$ cat src/rtl/csd_pkg.sv
package csd_pkg;
    localparam int ADDR_W      = 20;
    localparam int PROG_BLK_AW = 12;
    localparam int RAM_AW      = 11;
    localparam int N_PROG      = 8;
    localparam int N_CS_LO     = 8;
    localparam int N_CS_HI     = 3;
    localparam int N_CS        = N_CS_LO + N_CS_HI;
    localparam int CFG_AW      = 6;
    localparam int CFG_W       = ADDR_W + 3;
    localparam int PROG_BASE_W = ADDR_W - PROG_BLK_AW;
    localparam int RAM_BASE_W  = ADDR_W - RAM_AW;
    localparam int RAM_IDX     = N_PROG;
    localparam int LOCK_IDX    = N_PROG + 1;
    localparam int TERM_BASE   = 16;

    typedef struct packed {
        logic                   en;
        logic [PROG_BASE_W-1:0] base;
    } prog_win_t;

    typedef struct packed {
        logic                  en;
        logic [RAM_BASE_W-1:0] base;
    } ram_win_t;

    typedef struct packed {
        logic              en;
        logic              rd_care;
        logic              rd_lvl;
        logic [ADDR_W-1:0] match;
        logic              wr_care;
        logic              wr_lvl;
        logic [ADDR_W-1:0] mask;
    } term_t;
endpackage

$ cat src/rtl/csd_win_match.sv
module csd_win_match #(
    parameter int BASE_W = 8
) (
    input  logic [BASE_W-1:0] addr_hi,
    input  logic              en,
    input  logic [BASE_W-1:0] base,
    input  logic              pd,
    output logic              hit
);
    always_comb begin
        hit = en && !pd && (addr_hi == base);
    end
endmodule

$ cat src/rtl/csd_term.sv
module csd_term
    import csd_pkg::*;
(
    input  term_t             cfg,
    input  logic [ADDR_W-1:0] addr,
    input  logic              rd,
    input  logic              wr,
    output logic              hit
);
    logic addr_ok, rd_ok, wr_ok;

    always_comb begin
        addr_ok = (((addr ^ cfg.match) & ~cfg.mask) == '0);
        rd_ok   = !cfg.rd_care || (rd == cfg.rd_lvl);
        wr_ok   = !cfg.wr_care || (wr == cfg.wr_lvl);
        hit     = cfg.en && addr_ok && rd_ok && wr_ok;
    end
endmodule

$ cat src/rtl/csd_prio.sv
module csd_prio #(
    parameter int N = 9
) (
    input  logic [N-1:0] req,
    output logic [N-1:0] gnt
);
    logic taken;

    always_comb begin
        taken = 1'b0;
        for (int i = 0; i < N; i++) begin
            gnt[i] = req[i] && !taken;
            taken  = taken || req[i];
        end
    end
endmodule

$ cat src/rtl/csd_decoder.sv
module csd_decoder
    import csd_pkg::*;
(
    input  logic              clk,
    input  logic              rst_n,
    input  logic              cfg_we,
    input  logic [CFG_AW-1:0] cfg_addr,
    input  logic [CFG_W-1:0]  cfg_wdata,
    output logic [CFG_W-1:0]  cfg_rdata,
    input  logic [ADDR_W-1:0] bus_addr,
    input  logic              bus_rd,
    input  logic              bus_wr,
    input  logic              pd_in,
    output logic [N_PROG-1:0] prog_sel,
    output logic              ram_sel,
    output logic [N_CS_LO-1:0] cs_lo,
    output logic [N_CS_HI-1:0] cs_hi
);
    typedef struct packed {
        prog_win_t [N_PROG-1:0] prog;
        ram_win_t               ram;
        term_t     [N_CS-1:0]   term;
        logic                   lock;
    } state_t;

    state_t st_d, st_q;

    // next-state: configuration writes
    always_comb begin
        st_d = st_q;
        if (cfg_we) begin
            for (int i = 0; i < N_PROG; i++) begin
                if (cfg_addr == CFG_AW'(i)) begin
                    st_d.prog[i].base = cfg_wdata[PROG_BASE_W-1:0];
                    st_d.prog[i].en   = cfg_wdata[PROG_BASE_W];
                end
            end
            if (cfg_addr == CFG_AW'(RAM_IDX)) begin
                st_d.ram.base = cfg_wdata[RAM_BASE_W-1:0];
                st_d.ram.en   = cfg_wdata[RAM_BASE_W];
            end
            if (cfg_addr == CFG_AW'(LOCK_IDX) && cfg_wdata[0]) begin
                st_d.lock = 1'b1;
            end
            for (int j = 0; j < N_CS; j++) begin
                if (cfg_addr == CFG_AW'(TERM_BASE + 2*j)) begin
                    st_d.term[j].match   = cfg_wdata[ADDR_W-1:0];
                    st_d.term[j].rd_lvl  = cfg_wdata[ADDR_W];
                    st_d.term[j].rd_care = cfg_wdata[ADDR_W+1];
                    st_d.term[j].en      = cfg_wdata[ADDR_W+2];
                end
                if (cfg_addr == CFG_AW'(TERM_BASE + 2*j + 1)) begin
                    st_d.term[j].mask    = cfg_wdata[ADDR_W-1:0];
                    st_d.term[j].wr_lvl  = cfg_wdata[ADDR_W];
                    st_d.term[j].wr_care = cfg_wdata[ADDR_W+1];
                end
            end
        end
    end

    always_ff @(posedge clk or negedge rst_n) begin
        if (!rst_n) st_q <= '0;
        else        st_q <= st_d;
    end

    // read-back, hidden when locked
    always_comb begin
        cfg_rdata = '0;
        for (int i = 0; i < N_PROG; i++) begin
            if (cfg_addr == CFG_AW'(i)) cfg_rdata = CFG_W'(st_q.prog[i]);
        end
        if (cfg_addr == CFG_AW'(RAM_IDX))  cfg_rdata = CFG_W'(st_q.ram);
        if (cfg_addr == CFG_AW'(LOCK_IDX)) cfg_rdata = CFG_W'(st_q.lock);
        for (int j = 0; j < N_CS; j++) begin
            if (cfg_addr == CFG_AW'(TERM_BASE + 2*j))
                cfg_rdata = {st_q.term[j].en, st_q.term[j].rd_care,
                             st_q.term[j].rd_lvl, st_q.term[j].match};
            if (cfg_addr == CFG_AW'(TERM_BASE + 2*j + 1))
                cfg_rdata = {1'b0, st_q.term[j].wr_care,
                             st_q.term[j].wr_lvl, st_q.term[j].mask};
        end
        if (st_q.lock) cfg_rdata = '0;
    end

    // memory windows: bit 0 is RAM, bits 1..N_PROG are program blocks
    logic [N_PROG:0] mem_req, mem_gnt;

    csd_win_match #(.BASE_W(RAM_BASE_W)) u_ram_win (
        .addr_hi (bus_addr[ADDR_W-1:RAM_AW]),
        .en      (st_q.ram.en),
        .base    (st_q.ram.base),
        .pd      (pd_in),
        .hit     (mem_req[0])
    );

    for (genvar i = 0; i < N_PROG; i++) begin : g_prog
        csd_win_match #(.BASE_W(PROG_BASE_W)) u_win (
            .addr_hi (bus_addr[ADDR_W-1:PROG_BLK_AW]),
            .en      (st_q.prog[i].en),
            .base    (st_q.prog[i].base),
            .pd      (pd_in),
            .hit     (mem_req[i+1])
        );
    end

    csd_prio #(.N(N_PROG+1)) u_prio (
        .req (mem_req),
        .gnt (mem_gnt)
    );

    assign ram_sel  = mem_gnt[0];
    assign prog_sel = mem_gnt[N_PROG:1];

    logic [N_CS-1:0] term_hit;

    for (genvar j = 0; j < N_CS; j++) begin : g_term
        csd_term u_term (
            .cfg  (st_q.term[j]),
            .addr (bus_addr),
            .rd   (bus_rd),
            .wr   (bus_wr),
            .hit  (term_hit[j])
        );
    end

    assign cs_lo = term_hit[N_CS_LO-1:0];
    assign cs_hi = term_hit[N_CS-1:N_CS_LO];
endmodule

$ cat config.mk
export PLATFORM = sky130hd
export DESIGN_NAME = csd_decoder
export DESIGN_NICKNAME = d
export VERILOG_FILES = /design/src/rtl/csd_pkg.sv /design/src/rtl/csd_win_match.sv /design/src/rtl/csd_term.sv /design/src/rtl/csd_prio.sv /design/src/rtl/csd_decoder.sv
export SDC_FILE = /design/constraint.sdc
export NUM_CORES = 1
export LEC_CHECK = 0
export ABC_AREA = 1
export ABC_CLOCK_PERIOD_IN_PS = 3110
export CORE_MARGIN = 1.5
export CORE_UTILIZATION = 35
export DETAILED_ROUTE_END_ITERATION = 7
export PLACE_DENSITY = 0.63
export SLEW_MARGIN = 20
export SYNTH_ARGS = -nofsm -noshare
export SYNTH_HDL_FRONTEND = slang
export SYNTH_SLANG_ARGS = --single-unit
$ cat constraint.sdc
create_clock -name clk -period 3.11 [get_ports clk]
set_clock_uncertainty 0.1 [all_clocks]
set_input_delay 0.622 -clock clk [delete_from_list [all_inputs] [get_ports clk]]
set_output_delay 0.622 -clock clk [all_outputs]
set_load 0.02 [all_outputs]
==> results of run 1 <==
## per-stage QoR
stage	util	setup TNS (ns)
6_report	0.487	-17.27
5_1_grt	0.487	-22.24
4_1_cts	0.476	-19.48
3_5_place_dp	0.424	-64.77
3_3_place_gp	0.424	-63.29
2_1_floorplan	-	-0.127
## cell usage in the layout, fill, tap and decap left out, drive strengths merged, types with 4 or more instances in the layout
cell type / instances
clkbuf: 91
or4: 9
a221oi: 13
nor2: 152
clkinvlp: 6
inv: 179
clkdlybuf4s50: 24
buf: 661
o221ai: 9
a211oi: 14
nand4: 44
or2: 52
dfrtp: 578
clkinv: 25
xnor2: 114
nor3b: 4
bufinv: 8
o22a: 10
nand3: 75
xor2: 23
a22oi: 5
o2111ai: 24
o22ai: 50
clkdlybuf4s15: 8
o211ai: 16
nor3: 23
o21ai: 784
nor4: 21
nand2: 1124
a21oi: 259
## final timing paths
check / from / slack, ns / end / cells past startpoint
setup / recovery: cfg_addr[5] / -0.70 / cfg_rdata[5] / 25
hold / removal: st_q[73] / 0.38 / st_q[73] / 2
setup reg to reg: st_q[0] / 2.09 / st_q[0] / 3
hold reg to reg: st_q[73] / 0.38 / st_q[73] / 2
max in group asynchronous: rst_n / 1.50 / st_q[521] / 3
min in group asynchronous: rst_n / 0.40 / st_q[139] / 2
## metal layers
| layer | up-vias | GRT usage |
|---|---|---|
| li1 | 14000 | - |
| met1 | 14600 | 0.373 |
| met2 | 1277 | 0.393 |
| met3 | 183 | 0.0319 |
| met4 | 0 | 0.0799 |
| met5 | - | 0 |
## cells by family after synthesis
family                    Yosys count  share of synthesized area
DFF                               578                      0.481
and+or+nand+nor                  1509                      0.208
AOI/OAI and AO/OA                1194                      0.212
buffers and inverters             448                     0.0583
muxes                               3                    0.00112
xor gates and xnor gates          137                     0.0399
## critical path, cell delays in order
cell,delay [ns]
buf_8,0.11
nor2_4,0.09
buf_6,0.15
buf_6,0.12
nand2_4,0.06
or2_0,0.22
nand2_1,0.06
nand2_1,0.06
nand2_2,0.08
nand4_1,0.15
nand2_2,0.16
nand2_2,0.08
nand2_2,0.08
nand3_2,0.07
nand2_2,0.07
nand2_1,0.05
nand2_1,0.08
nand3_1,0.07
nand2_1,0.09
nand2_1,0.06
nand2_1,0.08
nand4_1,0.13
nand2_2,0.12
a21oi_4,0.06
buf_6,0.14
## power by group
part / leakage (nW) / switching (mW) / internal [mW]
Combinational: 10.0 / 2.12 / 1.78
Sequential: 7.71 / 0.918 / 8.50
Clock: 1.16 / 3.40 / 5.06
Total: 18.9 / 6.44 / 15.3
## layout make-up
cell class	count	area, um^2	share of cell area
multi-input cells	2844	15700	0.379
flip-flops and latches	578	14500	0.349
repair buffers	699	6730	0.162
clock buffers	89	1930	0.0465
well taps	1144	1430	0.0345
inverters	186	759	0.0183
clock inverters	32	419	0.0101
## what timing repair did
| action | 4_1_cts | 5_1_grt |
|---|---|---|
| hold buffers | 1 | 0 |
| setup endpoints to repair | 43 | 43 |
| pin swaps | 180 | 164 |
| buffers inserted | 66 | 34 |
| endpoints found under the hold margin | 29 | 0 |
| gates cloned | 3 | 0 |
| gates resized for setup | 715 | 190 |
==> out/summary.txt, run 1 <==
Number of max-cap violations = 0
Clk_lat worst skew = 0.62 ns
Row count = 107
Biggest regs = st_q: 578 flops
CORE AREA = 0.0851 mm^2
Worst slew pin tran = 0.846 ns
WL final = 113000 um
Ys async rst share = 1.00
DRC viols = 0
Num CTS Buffers = 66
DR vias/cell = 5.39
Dpl cells = 5358
Wirelength per Cell = 20.2 um
Post-route setup slack = -0.699 ns
Worst-path clk slew = 0.06 ns
Final hold violations = 0
Syn Inst Count = 3869
Slew HR = 0.436
Cell with the most instances after synthesis = nand2_1
Largest net degree at the start of global routing = 114
# diodes = 0
Failing checks = setup timing
Port Buffer Count = 97
Layout Cells excl Fill = 5572
Worst path arrival time = 3.09 ns
ANT nets after route = 0
Period minus WS final = 3.81 ns
RePlAce Congestion = 0.944
Synth cell types = 47
Half-perimeter wire length after placement = 81700 um
GRT overflow = 0
Crit path capture type = output port
CP max FO = 7
Synthesized area = 0.0301 mm^2
Max H-tree Level = 3
Root Driver = clkbuf_16
Num ports = 98
Drt initial violations = 3409
Fin crit share = 1.22
Overall global routing resource usage = 0.256
DIE HEIGHT = 296 um
Total clock sinks = 578
Synth top area share = 0.481
Top Metal Used = met4
RSZ-0062 raised after global routing = yes
Post-synth EDFFs = 0
Die width = 296 um
Synth area leader = dfrtp_1
First-pass GRT wire length = 172000 um
Worst hold path class = reg -> reg
DR WL met2 = 50200 um
Largest register FFs = 578
Leak Pwr = 18.9 nW
Required @ worst endpoint = 2.39 ns
Synth-to-Final Area Change = 37.8%
Top cells by area, synth = dfrtp_1, nand2_1, o21ai_0
WL met1 = 50400 um
Final instance area = 0.0415 mm^2
Critical Path Start Type = input port
Final setup viols = 41
Nets = 4430
Post-synth top cells = nand2_1, o21ai_0, dfrtp_1
Register bank with the most flops = st_q
FF+latch count, synth = 578
Seq/Total Area, Yosys = 0.481
Vias in the first global route = 28300
Pre-CTS WS = -1.71 ns
Clock Tree Buf Depth = 3
Initial core utilization = 0.353
Worst Path Class, Setup = in -> out
Slew Limit Fails = 0
Die area = 0.0877 mm^2
Initial antenna violation count = 1
Filler instances = 8185
Synth Flop Type = dfrtp_1
CTS tree = done
Placed cell area = 0.0361 mm^2
Peak VDD IR = 300 uV
PD cells = 525 mW/mm^2
FMAX = 263 MHz
Vias = 30100
Warnings from Yosys = 0
Metal3 WL = 8870 um
Syn_nets = 3924
Outcome = finished, violations left
Pwr Total = 21.8 mW
Initial DRT Pass Iterations = 6
Layout cells sized above 1 = 0.271
Synth Area per Inst = 7.78 um^2
Min Hold Slack = 0.385 ns
Note: power is estimated with default switching activity, not from simulation.
==> run 2, diff against run 1 <==
--- a/config.mk
+++ b/config.mk
@@ -8,9 +8,10 @@
 export ABC_AREA = 1
 export ABC_CLOCK_PERIOD_IN_PS = 3110
 export CORE_MARGIN = 1.5
-export CORE_UTILIZATION = 35
+export CORE_UTILIZATION = 40
 export DETAILED_ROUTE_END_ITERATION = 7
-export PLACE_DENSITY = 0.63
+export MAX_ROUTING_LAYER = met4
+export PLACE_DENSITY = 0.69
 export SLEW_MARGIN = 20
 export SYNTH_ARGS = -nofsm -noshare
 export SYNTH_HDL_FRONTEND = slang
==> run 2 against run 1 <==
The flow still finishes with violations (setup timing). Non-clock buffer count up 26. Flip-flop and latch count unchanged. Worst setup slack got worse by 0.024 ns. Maximum frequency decreased by 0.63%. First-iteration DRC count is 7.5% higher. Register-to-register slack got worse by 0.15 ns. Largest cell class unchanged. Largest power group unchanged.
==> out/summary.txt, run 2 (synthesis gave the netlist of run 1 again) <==
Outcome = finished, violations left (unchanged)
Failing checks = setup timing (unchanged)
Combinational group share of total power = 0.182 (was 0.179)
RSZ-0062 raised after global routing = yes (unchanged)
Register bank with the most flops = st_q (unchanged)
FMAX = 261 MHz (was 263 MHz)
Post-route setup slack = -0.724 ns (was -0.699 ns)
DIE HEIGHT = 277 um (was 296 um)
Die area = 0.0769 mm^2 (was 0.0877 mm^2)
PD cells = 524 mW/mm^2 (was 525 mW/mm^2)
Die width = 277 um (was 296 um)
Num ports = 98 (unchanged)
Clock share of power = 0.381 (was 0.388)
Port Buffer Count = 97 (unchanged)
Worst path arrival time = 3.11 ns (was 3.09 ns)
Initial antenna violation count = 2 (was 1)
Layout Utilization = 0.552 (was 0.487)
GRT overflow = 0 (unchanged)
CORE AREA = 0.0744 mm^2 (was 0.0851 mm^2)
Biggest regs = st_q: 578 flops (unchanged)
Final hold violations = 0 (unchanged)
Largest register FFs = 578 (unchanged)
Critical Path Start Type = input port (unchanged)
DR vias/cell = 5.60 (was 5.39)
Worst hold path class = in -> async (was reg -> reg)
Reg2reg end = st_q[508] (was st_q[0])
Clk_lat worst skew = 0.68 ns (was 0.62 ns)
ANT nets after route = 0 (unchanged)
Overall global routing resource usage = 0.299 (was 0.256)
Root Driver = clkbuf_16 (unchanged)
Total clock sinks = 578 (unchanged)
Switch Pwr = 6.42 mW (was 6.44 mW)
Period minus WS final = 3.83 ns (was 3.81 ns)
CP bufs+invs = 8 (was 4)
Number of max-cap violations = 0 (unchanged)
CP max stage delay = 0.23 ns (was 0.22 ns)
Num CTS Buffers = 61 (was 66)
Reg2Reg Setup Slack = 1.94 ns (was 2.09 ns)
Dpl cells = 5198 (was 5358)
Final setup viols = 42 (was 41)
Final setup TNS = -18.95 ns (was -17.27 ns)
Top Family by Delay on Critical Path = buffers and inverters (was simple AND/OR/NAND/NOR gates)
WL final = 114000 um (was 113000 um)
Wirelength per Cell = 21.0 um (was 20.2 um)
Half-perimeter wire length after placement = 80700 um (was 81700 um)
Layout cells sized above 1 = 0.274 (was 0.271)
Initial core utilization = 0.404 (was 0.353)
Worst Path Class, Setup = in -> out (unchanged)
Sw frac = 0.298 (was 0.296)
Initial DRT Pass Iterations = 6 (unchanged)
Slew HR = 0.410 (was 0.436)
Pint = 15.1 mW (was 15.3 mW)
Min Hold Slack = 0.269 ns (was 0.385 ns)
# diodes = 0 (unchanged)
Worst slew pin tran = 0.884 ns (was 0.846 ns)
Max H-tree Level = 2 (was 3)
Synth-to-Final Area Change = 36.6% (was 37.8%)
Fin crit share = 1.23 (was 1.22)
Required @ worst endpoint = 2.39 ns (about the same)
Layout Cells excl Fill = 5415 (was 5572)
R2R depth = 5 (was 3)
Commonest non-fill, non-tap cell in the layout = nand2_1 (unchanged)
Critical-path top delay cell = nor2_4 (was or2_0)
Worst path depth = 21 (was 25)
RePlAce Congestion = 0.950 (was 0.944)
Commonest cells after routing, fill and taps aside = nand2_1, o21ai_0, dfrtp_1, buf_4, a21oi_1 (unchanged)
CP max FO = 5 (was 7)
Row count = 100 (was 107)
Slew Limit Fails = 0 (unchanged)
DRC viols = 0 (unchanged)
Drt initial violations = 3663 (was 3409)
First-pass GRT wire length = 173000 um (was 172000 um)
Nets = 4451 (was 4430)
Peak VDD IR = 450 uV (was 300 uV)
Leak Pwr = 18.9 nW (about the same)
Crit path capture type = output port (unchanged)
Critical R2R Launch = st_q[508] (was st_q[0])
Worst-path clk slew = 0.06 ns (about the same)
Vias in the first global route = 28700 (was 28300)
Flop pwr share = 0.438 (was 0.432)
Largest net degree at the start of global routing = 110 (was 114)
Vias = 30300 (was 30100)
CTS tree = done (unchanged)
Clock Tree Buf Depth = 3 (unchanged)
Pwr Total = 21.5 mW (was 21.8 mW)
CP Cell Sequence = buf_8, buf_6, nor2_4, buf_6, inv_6, nor2_4, clkinv_4, buf_12, buf_4, o22ai_2, a211o_1, nand4_1, o21ai_1, nand2_1, nand2_1, nand3_1, o21ai_1, nand2_1, nand3_2, a21oi_4, buf_6
==> run 2: cell types whose count changed in the layout (fill, tap and decap cells not counted), moves of 6 or more <==
| cell | change |
|---|---|
| buf_4 | +26 |
| buf_8 | -9 |
| buf_6 | +11 |
| o21ai_2 | -12 |
| o21ai_1 | +11 |
| buf_12 | -6 |
| nand3_1 | -9 |
| xnor2_4 | -7 |
| nand2_2 | +15 |
| nand2_1 | -17 |
| or2_2 | -7 |
| or2_4 | +7 |
| nand3_2 | +8 |
| xnor2_1 | +8 |
==> run 2: power by group through the flow <==
stage,clock network [mW],registers (mW),logic (mW)
after CTS,8.24,9.37,3.76
final,8.19,9.41,3.91
after global routing,8.55,9.52,4.31
after detailed placement,0,9.45,3.40
after floorplan,0,9.25,1.84
after global placement,0,9.44,3.31
==> run 2: how the worst max path moves through the flow <==
stage	from	end	slack, ns
2_1_floorplan	bus_addr[13]	prog_sel[7]	-0.1
3_3_place_gp	cfg_addr[1]	cfg_rdata[1]	-1.76
3_5_place_dp	cfg_addr[1]	cfg_rdata[1]	-1.72
4_1_cts	cfg_addr[4]	cfg_rdata[1]	-0.73
5_1_grt	cfg_addr[3]	cfg_rdata[18]	-0.85
6_report	cfg_addr[3]	cfg_rdata[18]	-0.72
==> run 2: final cells by class <==
type	count	area, um^2
clock inverters	31	524
multi-input cells	2844	15600
well taps	969	1210
clock buffers	82	1730
flip-flops and latches	578	14500
repair buffers	725	6820
inverters	186	774
fillers	6515	33400
==> run 2: per-layer routing <==
metal  vias up  routed length [um]  GRT usage
li1      14100                   -          -
met1     14600               48800      0.419
met2      1472               49900      0.442
met3       251               10500     0.0429
met4         0                4350      0.105
met5         -                   0          -
==> run 2: timing repair <==
item,in CTS,in global routing
endpoints found under the setup margin,43,43
gates cloned,3,1
pin swaps,198,153
buffers inserted,89,26
gates resized for setup,739,159
endpoints found under the hold margin,13,0
hold buffers,1,0
==> run 2: metrics by stage <==
step           worst slack, ns  instance area [um^2]
6_report                -0.724                 41100
3_3_place_gp             -1.76                 35900
5_1_grt                 -0.852                 41100
3_5_place_dp             -1.72                 35900
2_1_floorplan          -0.0972                 30200
4_1_cts                 -0.734                 40400
